==> src/rtl/fp_pkg.sv <==
`timescale 1ns/1ps
package fp_pkg;

  typedef enum logic [1:0] {
    FP_STOP = 2'd0,
    FP_RUN  = 2'd1,
    FP_STEP = 2'd2
  } fp_run_e;

  // breakpoint comparator, widths padded to 32 bits by the caller
  function automatic logic fp_addr_hit(input logic en, input logic [31:0] a,
                                       input logic [31:0] bp);
    return en && (a == bp);
  endfunction

  // run-state priority: stop/hit, then start, then step entry, then step end
  function automatic fp_run_e fp_next_run(input fp_run_e cur, input logic hit,
                                          input logic stop, input logic start,
                                          input logic step, input logic fetch_done);
    fp_run_e nxt;
    nxt = cur;
    if (hit || stop)                        nxt = FP_STOP;
    else if (start)                         nxt = FP_RUN;
    else if (cur == FP_STOP && step)        nxt = FP_STEP;
    else if (cur == FP_STEP && fetch_done)  nxt = FP_STOP;
    return nxt;
  endfunction

endpackage

==> src/rtl/fp_run_ctrl.sv <==
`timescale 1ns/1ps
module fp_run_ctrl
  import fp_pkg::*;
#(
  parameter int AW = 16
) (
  input  logic          clk,
  input  logic          rst_n,
  input  logic          sw_start,
  input  logic          sw_stop,
  input  logic          sw_step,
  input  logic          sw_bp_en,
  input  logic          sw_bp_load,
  input  logic [AW-1:0] bp_value,
  input  logic          cyc_start,
  input  logic [AW-1:0] cyc_addr,
  input  logic          fetch_done,
  output logic          halt,
  output logic          running,
  output logic          bp_hit
);

  fp_run_e       state_q;
  fp_run_e       state_d;
  logic [AW-1:0] bp_q;

  assign bp_hit  = cyc_start && fp_addr_hit(sw_bp_en, 32'(cyc_addr), 32'(bp_q));
  assign state_d = fp_next_run(state_q, bp_hit, sw_stop, sw_start, sw_step, fetch_done);
  assign halt    = (state_q == FP_STOP);
  assign running = (state_q == FP_RUN);

  always_ff @(posedge clk) begin
    if (!rst_n) begin
      state_q <= FP_STOP;
      bp_q    <= '0;
    end else begin
      state_q <= state_d;
      if (sw_bp_load) bp_q <= bp_value;
    end
  end

endmodule

==> src/rtl/fp_bus_borrow.sv <==
`timescale 1ns/1ps
module fp_bus_borrow #(
  parameter int AW      = 16,
  parameter int DW      = 8,
  parameter int ACC_CYC = 2
) (
  input  logic          clk,
  input  logic          rst_n,
  input  logic          cpu_req,
  input  logic          halted,
  input  logic          pnl_req,
  input  logic          pnl_we,
  input  logic [AW-1:0] pnl_addr,
  input  logic [DW-1:0] pnl_wdata,
  input  logic [DW-1:0] mem_rdata,
  output logic          cpu_wait,
  output logic          cyc_start,
  output logic          cyc_done,
  output logic          grant,
  output logic          mem_en,
  output logic          mem_we,
  output logic [AW-1:0] mem_addr,
  output logic [DW-1:0] mem_wdata,
  output logic          acc_done,
  output logic [DW-1:0] acc_data,
  output logic          pnl_ack,
  output logic [DW-1:0] pnl_rdata
);

  localparam int CW = $clog2(ACC_CYC + 1);

  logic          open_q;
  logic [CW-1:0] left_q;
  logic          we_q;
  logic          ack_q;
  logic [AW-1:0] addr_q;
  logic [DW-1:0] wdata_q;
  logic [DW-1:0] rdata_q;
  logic          idle_slot;

  assign cyc_start = cpu_req && !open_q;
  assign idle_slot = halted && !cpu_req;
  assign grant     = pnl_req && (left_q == '0) && !ack_q && (cyc_start || idle_slot);
  assign cpu_wait  = grant || (left_q != '0);
  assign cyc_done  = cpu_req && !cpu_wait;
  assign acc_done  = (left_q == CW'(1));
  assign acc_data  = we_q ? wdata_q : mem_rdata;

  assign mem_en    = (left_q != '0);
  assign mem_we    = mem_en && we_q;
  assign mem_addr  = addr_q;
  assign mem_wdata = wdata_q;
  assign pnl_ack   = ack_q;
  assign pnl_rdata = rdata_q;

  always_ff @(posedge clk) begin
    if (!rst_n) begin
      open_q  <= 1'b0;
      left_q  <= '0;
      we_q    <= 1'b0;
      ack_q   <= 1'b0;
      addr_q  <= '0;
      wdata_q <= '0;
      rdata_q <= '0;
    end else begin
      open_q <= cpu_req && cpu_wait;
      ack_q  <= acc_done;
      if (acc_done && !we_q) rdata_q <= mem_rdata;
      if (grant) begin
        left_q  <= CW'(ACC_CYC);
        we_q    <= pnl_we;
        addr_q  <= pnl_addr;
        wdata_q <= pnl_wdata;
      end else if (left_q != '0) begin
        left_q <= left_q - CW'(1);
      end
    end
  end

endmodule

==> src/rtl/fp_led_latch.sv <==
`timescale 1ns/1ps
module fp_led_latch #(
  parameter int AW = 16,
  parameter int DW = 8
) (
  input  logic          clk,
  input  logic          rst_n,
  input  logic          cyc_done,
  input  logic [AW-1:0] cpu_addr,
  input  logic [DW-1:0] cpu_data,
  input  logic          acc_done,
  input  logic [AW-1:0] acc_addr,
  input  logic [DW-1:0] acc_data,
  output logic [AW-1:0] led_addr,
  output logic [DW-1:0] led_data
);

  always_ff @(posedge clk) begin
    if (!rst_n) begin
      led_addr <= '0;
      led_data <= '0;
    end else if (acc_done) begin
      led_addr <= acc_addr;
      led_data <= acc_data;
    end else if (cyc_done) begin
      led_addr <= cpu_addr;
      led_data <= cpu_data;
    end
  end

endmodule

==> src/rtl/fpanel_ctrl.sv <==
`timescale 1ns/1ps
module fpanel_ctrl #(
  parameter int AW      = 16,
  parameter int DW      = 8,
  parameter int ACC_CYC = 2
) (
  input  logic          clk,
  input  logic          rst_n,
  input  logic [AW-1:0] cpu_addr,
  input  logic [DW-1:0] cpu_data,
  input  logic          cpu_req,
  input  logic          cpu_fetch,
  output logic          cpu_wait,
  output logic          cpu_halt,
  input  logic          sw_start,
  input  logic          sw_stop,
  input  logic          sw_step,
  input  logic          sw_bp_en,
  input  logic          sw_bp_load,
  input  logic [AW-1:0] pnl_addr,
  input  logic [DW-1:0] pnl_wdata,
  input  logic          pnl_we,
  input  logic          pnl_req,
  output logic          pnl_ack,
  output logic [DW-1:0] pnl_rdata,
  output logic [AW-1:0] mem_addr,
  output logic [DW-1:0] mem_wdata,
  output logic          mem_we,
  output logic          mem_en,
  input  logic [DW-1:0] mem_rdata,
  output logic [AW-1:0] led_addr,
  output logic [DW-1:0] led_data,
  output logic          led_run
);

  // named internal events, also used by the bound checker
  logic          w_cyc_start;
  logic          w_cyc_done;
  logic          w_grant;
  logic          w_bp_hit;
  logic          w_acc_done;
  logic          w_fetch_done;
  logic [DW-1:0] w_acc_data;

  assign w_fetch_done = w_cyc_done && cpu_fetch;

  fp_run_ctrl #(.AW(AW)) u_run (
    .clk        (clk),
    .rst_n      (rst_n),
    .sw_start   (sw_start),
    .sw_stop    (sw_stop),
    .sw_step    (sw_step),
    .sw_bp_en   (sw_bp_en),
    .sw_bp_load (sw_bp_load),
    .bp_value   (pnl_addr),
    .cyc_start  (w_cyc_start),
    .cyc_addr   (cpu_addr),
    .fetch_done (w_fetch_done),
    .halt       (cpu_halt),
    .running    (led_run),
    .bp_hit     (w_bp_hit)
  );

  fp_bus_borrow #(.AW(AW), .DW(DW), .ACC_CYC(ACC_CYC)) u_borrow (
    .clk       (clk),
    .rst_n     (rst_n),
    .cpu_req   (cpu_req),
    .halted    (cpu_halt),
    .pnl_req   (pnl_req),
    .pnl_we    (pnl_we),
    .pnl_addr  (pnl_addr),
    .pnl_wdata (pnl_wdata),
    .mem_rdata (mem_rdata),
    .cpu_wait  (cpu_wait),
    .cyc_start (w_cyc_start),
    .cyc_done  (w_cyc_done),
    .grant     (w_grant),
    .mem_en    (mem_en),
    .mem_we    (mem_we),
    .mem_addr  (mem_addr),
    .mem_wdata (mem_wdata),
    .acc_done  (w_acc_done),
    .acc_data  (w_acc_data),
    .pnl_ack   (pnl_ack),
    .pnl_rdata (pnl_rdata)
  );

  fp_led_latch #(.AW(AW), .DW(DW)) u_led (
    .clk      (clk),
    .rst_n    (rst_n),
    .cyc_done (w_cyc_done),
    .cpu_addr (cpu_addr),
    .cpu_data (cpu_data),
    .acc_done (w_acc_done),
    .acc_addr (mem_addr),
    .acc_data (w_acc_data),
    .led_addr (led_addr),
    .led_data (led_data)
  );

endmodule

==> config.mk <==
export PLATFORM = sky130hd
export DESIGN_NAME = fpanel_ctrl
export DESIGN_NICKNAME = d
export VERILOG_FILES = /design/src/rtl/fp_pkg.sv /design/src/rtl/fp_run_ctrl.sv /design/src/rtl/fp_bus_borrow.sv /design/src/rtl/fp_led_latch.sv /design/src/rtl/fpanel_ctrl.sv
export SDC_FILE = /design/constraint.sdc
export NUM_CORES = 1
export LEC_CHECK = 0
export ABC_CLOCK_PERIOD_IN_PS = 1560
export BUFFER_PORTS_ARGS = -buffer_cell sky130_fd_sc_hd__buf_2
export CAP_MARGIN = 20
export CORE_UTILIZATION = 45
export CTS_CLUSTER_SIZE = 10
export DETAILED_ROUTE_END_ITERATION = 10
export PLACE_DENSITY = 0.72
export SLEW_MARGIN = 20
export SYNTH_ARGS = -nofsm -noshare
export SYNTH_HDL_FRONTEND = slang
export SYNTH_SLANG_ARGS = --single-unit
==> constraint.sdc <==
create_clock -name clk -period 1.56 [get_ports clk]
set_input_delay 0 -clock clk [delete_from_list [all_inputs] [get_ports clk]]
set_output_delay 0 -clock clk [all_outputs]
set_load 0.05 [all_outputs]
==> results.md <==
| Step | Result | This run |
| --- | --- | --- |
| routing | Starting DRC count in detailed routing | 178 |
| routing | Overall via count from detail_route | 3,492 |
| placed design | Final estimated routing congestion in global placement | 0.787 |
| yosys | Nets in the synthesized netlist | 464 |
| critical path | Worst path required time | 1.56 ns |
| yosys | Largest family of logic cells by synthesized area | simple AND/OR/NAND/NOR gates |
| sta | Unrepaired setup endpoints after global routing | no |
| finish | Total Nets Final | 634 |
| yosys | Predominant post-synthesis flop cell | sky130_fd_sc_hd__dfxtp_1 |
| clocking | Num Clock Sinks | 79 |
| yosys | Average instance area after synthesis | 8.78 um^2 |
| finish | Final design utilization | 0.683 |
| critical path | Reg2reg start | u_run.bp_q[11] |
| critical path | Setup CP Type | reg2out |
| floorplan | Core outline area | 0.00737 mm^2 |
| yosys | Yosys reg bits | 79 |
| critical path | Startpoint of the worst setup timing path | u_borrow.pnl_ack |
| run | MaxCap Viol Count | 0 |
| critical path | Worst path bufs/invs | 1 |
| finish | Share of post-route cells with drive strength above 1 | 0.312 |
| critical path | Nature of the critical path endpoint | output port |
| routing | Wl on met1 | 4400 um |
| routing | Detailed-route wire length | 10,600 um |
| hold path | Launch instance of the worst min-delay path | cpu_data[6] |
| critical path | CP top delay family | flip-flops |
| pwr | Power density cells | 1120 mW/mm^2 |
| yosys | Number of enable flip-flop cells after synthesis | 0 |
| sta | Hold violation total from the final report | 0 |
| critical path | Crit path max fanout | 3 |
| routing | Top Metal Used | met4 |
| floorplan | Vertical die dimension | 90.0 um |
| hold path | HP Class | in2reg |
| critical path | Critical path cell sequence | nand2b_1, o21bai_2, nand2_1, buf_2 |
| clocking | Later-pin clock latency in the skew report | 0.35 ns |
| yosys | Compound-gate portion of the synthesized area | 0.177 |
| routing | Residual DRC count | 0 |
| floorplan | Horizontal extent of the die | 90.0 um |
| yosys | Synth Area in Adders | 0 |
| yosys | Sequential fraction of the synthesis area | 0.454 |
| yosys | Multiplexer fraction of the synthesized cell area | 0.0689 |
| yosys | Xor and xnor area share after synthesis | 0.0402 |
| floorplan | Die area | 0.00811 mm^2 |
| sta | Worst Slack Setup Final | 0.0901 ns |
| run status | Run status | complete, no violations |
| floorplan | Rows | 31 |
| sta | Total count of max-transition violations in the final report | 0 |
| clocking | Count of H-tree levels built during CTS | 3 |
| placed design | Number of buffers added on ports | 128 |
| sta | Hold slack final | 0.00374 ns |
| grt | First-pass GRT wire length | 16,800 um |
| clocking | TritonCTS clock tree | done |
| sta | Normalized max-slew margin | 0.618 |
| sta | Worst Skew | 0.00679 ns |
| grt | Vias in the first global route | 3,449 |
| finish | Most common cell after layout, fill and taps aside | sky130_fd_sc_hd__buf_2 |
| yosys | Cell count after synthesis | 397 |
| critical path | Worst Path Arrival | 1.47 ns |
| pwr | Total leakage power | 0.00242 uW |
| yosys | Share of async-settable or async-resettable flops after synthesis | 0 |
| routing | Average routed wire per standard cell | 15.9 um |
| clocking | Buffer levels on the longest clock path | 2 |
| routing | Routed wire length on met2 | 5280 um |
| sta | Number of setup violations in the final report | 0 |
| clocking | CTS Root Buffer Type | sky130_fd_sc_hd__clkbuf_8 |
| routing | DR pass1 iterations | 5 |
| critical path | Highest-delay cell along the critical path | sky130_fd_sc_hd__dfxtp_2 |
| grt | Total global-route track usage | 0.261 |
| yosys | Cell taking the most area after synthesis | sky130_fd_sc_hd__dfxtp_1 |
| finish | Commonest cells after routing, fill and taps aside | 128 x sky130_fd_sc_hd__buf_2, 108 x sky130_fd_sc_hd__nand2_1, 76 x sky130_fd_sc_hd__dfxtp_1 |
| routing | Routed wl met3 | 666 um |
| floorplan | Effective utilization at floorplan | 0.473 |
| grt | Pin count of the biggest net entering global routing | 42 |
| sta | Crit path time final | 1.47 ns |
| routing | Remaining antenna violation count | 0 |
| sta | Final clock period utilization by the worst path | 0.942 |
| yosys | Share of synthesized cell area in and, or, nand and nor gates | 0.216 |
| floorplan | IO Count | 129 |
| clocking | Cts bufs inserted | 9 |
| placed design | Detailed Place HPWL | 6610 um |
| yosys | Number of distinct library cells after synthesis | 34 |
| yosys | Warnings, synthesis | 0 |
| grt | Total gr overflow | 0 |
| finish | Fill cell total of the finished layout | 604 |
| grt | Number of antenna violations at the first check in global routing | 0 |
| yosys | Top post-synthesis cells by area | sky130_fd_sc_hd__dfxtp_1 45%, sky130_fd_sc_hd__nand2_1 12%, sky130_fd_sc_hd__mux2i_1 6.9% |
| routing | Via density per instance | 5.21 |
| finish | Area Overhead vs Synth | 44.3% |
| yosys | Proportion of netlist area held by the largest area contributor | 0.454 |
| critical path | Cell depth of the worst flop-to-flop path | 5 |
| finish | Inserted Diodes | 0 |
| hold path | Hold Path Depth | 3 |
| critical path | Delay of the slowest cell on the worst path | 0.32 ns |
| sta | Highest attainable clock frequency | 0.680 GHz |
| placed design | Placement Setup Slack | -0.300 ns |
| critical path | Kind of start point of the critical path | register |
| pwr | Worst IR Drop VDD | 714 uV |
| clocking | Number of post-CTS setup repair buffers | 0 |
| clocking | Clock transition at the register clock pins on the worst setup and hold paths after CTS | 0.08 ns |
| critical path | Total stage count of the critical path | 4 |
| yosys | Netlist area before placement | 0.00349 mm^2 |
| sta | Slew @ Worst Pin | 0.573 ns |
-- per-stage QoR --
| step | power (uW) | setup TNS, ns | std cells | instance area (um^2) |
|---|---|---|---|---|
| finish | 5650 | 0 | 670 | 5030 |
| detailed placement | 3410 | -5.72 | 612 | 4260 |
| global route | 5850 | 0 | 670 | 5030 |
| floorplan | 3070 | -0.00909 | 397 | 3490 |
| global placement | 3390 | -3.82 | 612 | 4260 |
| CTS | 5630 | 0 | 669 | 4980 |
-- flip-flops by register name, indices dropped and copies added, names as in the netlist --
| register | cells |
|---|---|
| u_borrow.left_q | 2 |
| u_borrow.mem_addr | 16 |
| u_borrow.mem_wdata | 8 |
| u_borrow.open_q | 1 |
| u_borrow.pnl_ack | 1 |
| u_borrow.pnl_rdata | 8 |
| u_borrow.we_q | 1 |
| u_led.led_addr | 16 |
| u_led.led_data | 8 |
| u_run.bp_q | 16 |
| u_run.state_q | 2 |
-- worst reg2reg max path: cells and delay by family, from the launching register on --
| kind | cells | cell delay (ns) |
|---|---|---|
| DFF | 1 | 0.33 |
| AOI/OAI and AO/OA | 1 | 0.25 |
| and+or+nand+nor | 3 | 0.57 |
| xor gates and xnor gates | 1 | 0.19 |
-- path summary, 6_finish.rpt --
path | to | slack (ns)
setup / recovery | cpu_wait | 0.09
hold / removal | u_led.led_data[6] | 0.004
setup reg to reg | u_run.state_q[1] | 0.10
hold reg to reg | u_borrow.mem_addr[1] | 0.47
-- cell usage after synthesis, types with 2 or more instances --
cell	instances
sky130_fd_sc_hd__clkbuf_1	10
sky130_fd_sc_hd__o211ai_1	8
sky130_fd_sc_hd__and3_1	2
sky130_fd_sc_hd__mux2i_1	24
sky130_fd_sc_hd__a21oi_1	2
sky130_fd_sc_hd__xor2_1	15
sky130_fd_sc_hd__buf_2	12
sky130_fd_sc_hd__nand2b_1	3
sky130_fd_sc_hd__nor2_1	6
sky130_fd_sc_hd__inv_1	3
sky130_fd_sc_hd__nand2_1	108
sky130_fd_sc_hd__nor4_1	4
sky130_fd_sc_hd__o211a_1	16
sky130_fd_sc_hd__buf_6	3
sky130_fd_sc_hd__nor2b_1	18
sky130_fd_sc_hd__dfxtp_1	79
sky130_fd_sc_hd__nor3_1	3
sky130_fd_sc_hd__a21boi_1	20
sky130_fd_sc_hd__o21ai_0	9
sky130_fd_sc_hd__nand3_1	18
sky130_fd_sc_hd__a21boi_0	21
-- what timing repair did --
item | in CTS | in global routing
endpoints found under the hold margin | 54 | 0
gates cloned | 2 | 1
endpoints found under the setup margin | 24 | 40
hold buffers | 40 | 0
pin swaps | 1 | 0
gates resized for setup | 5 | 11
-- area by class of cell --
class / instances / area (um^2) / area share
Clock buffer: 9 / 124 / 0.0246
Sequential cell: 79 / 1590 / 0.315
Tap cell: 99 / 124 / 0.0246
Timing Repair Buffer: 183 / 1190 / 0.237
Inverter: 3 / 11.3 / 0.00224
Clock inverter: 6 / 158 / 0.0313
Multi-Input combinational cell: 291 / 1840 / 0.365
-- layer usage --
metal,track usage,vias up
met5,0,-
met4,0.140,0
met3,0.0457,27
met2,0.436,135
met1,0.319,1651
li1,-,1679
-- report_power, final --
group | switching, uW | internal (uW) | leakage [uW]
logic | 820 | 437 | 0.00163
clock network | 764 | 1380 | 0.000136
registers | 94.0 | 2150 | 0.000650
total | 1680 | 3970 | 0.00242
-- kinds of logic after synthesis --
| logic type | Yosys count |
|---|---|
| AO/OA/AOI/OAI | 80 |
| multiplexers | 24 |
| XOR/XNOR | 16 |
| AND/OR/NAND/NOR | 168 |
| flip-flops | 79 |
| buffers and inverters | 30 |
(Power assumes the default switching activity.)
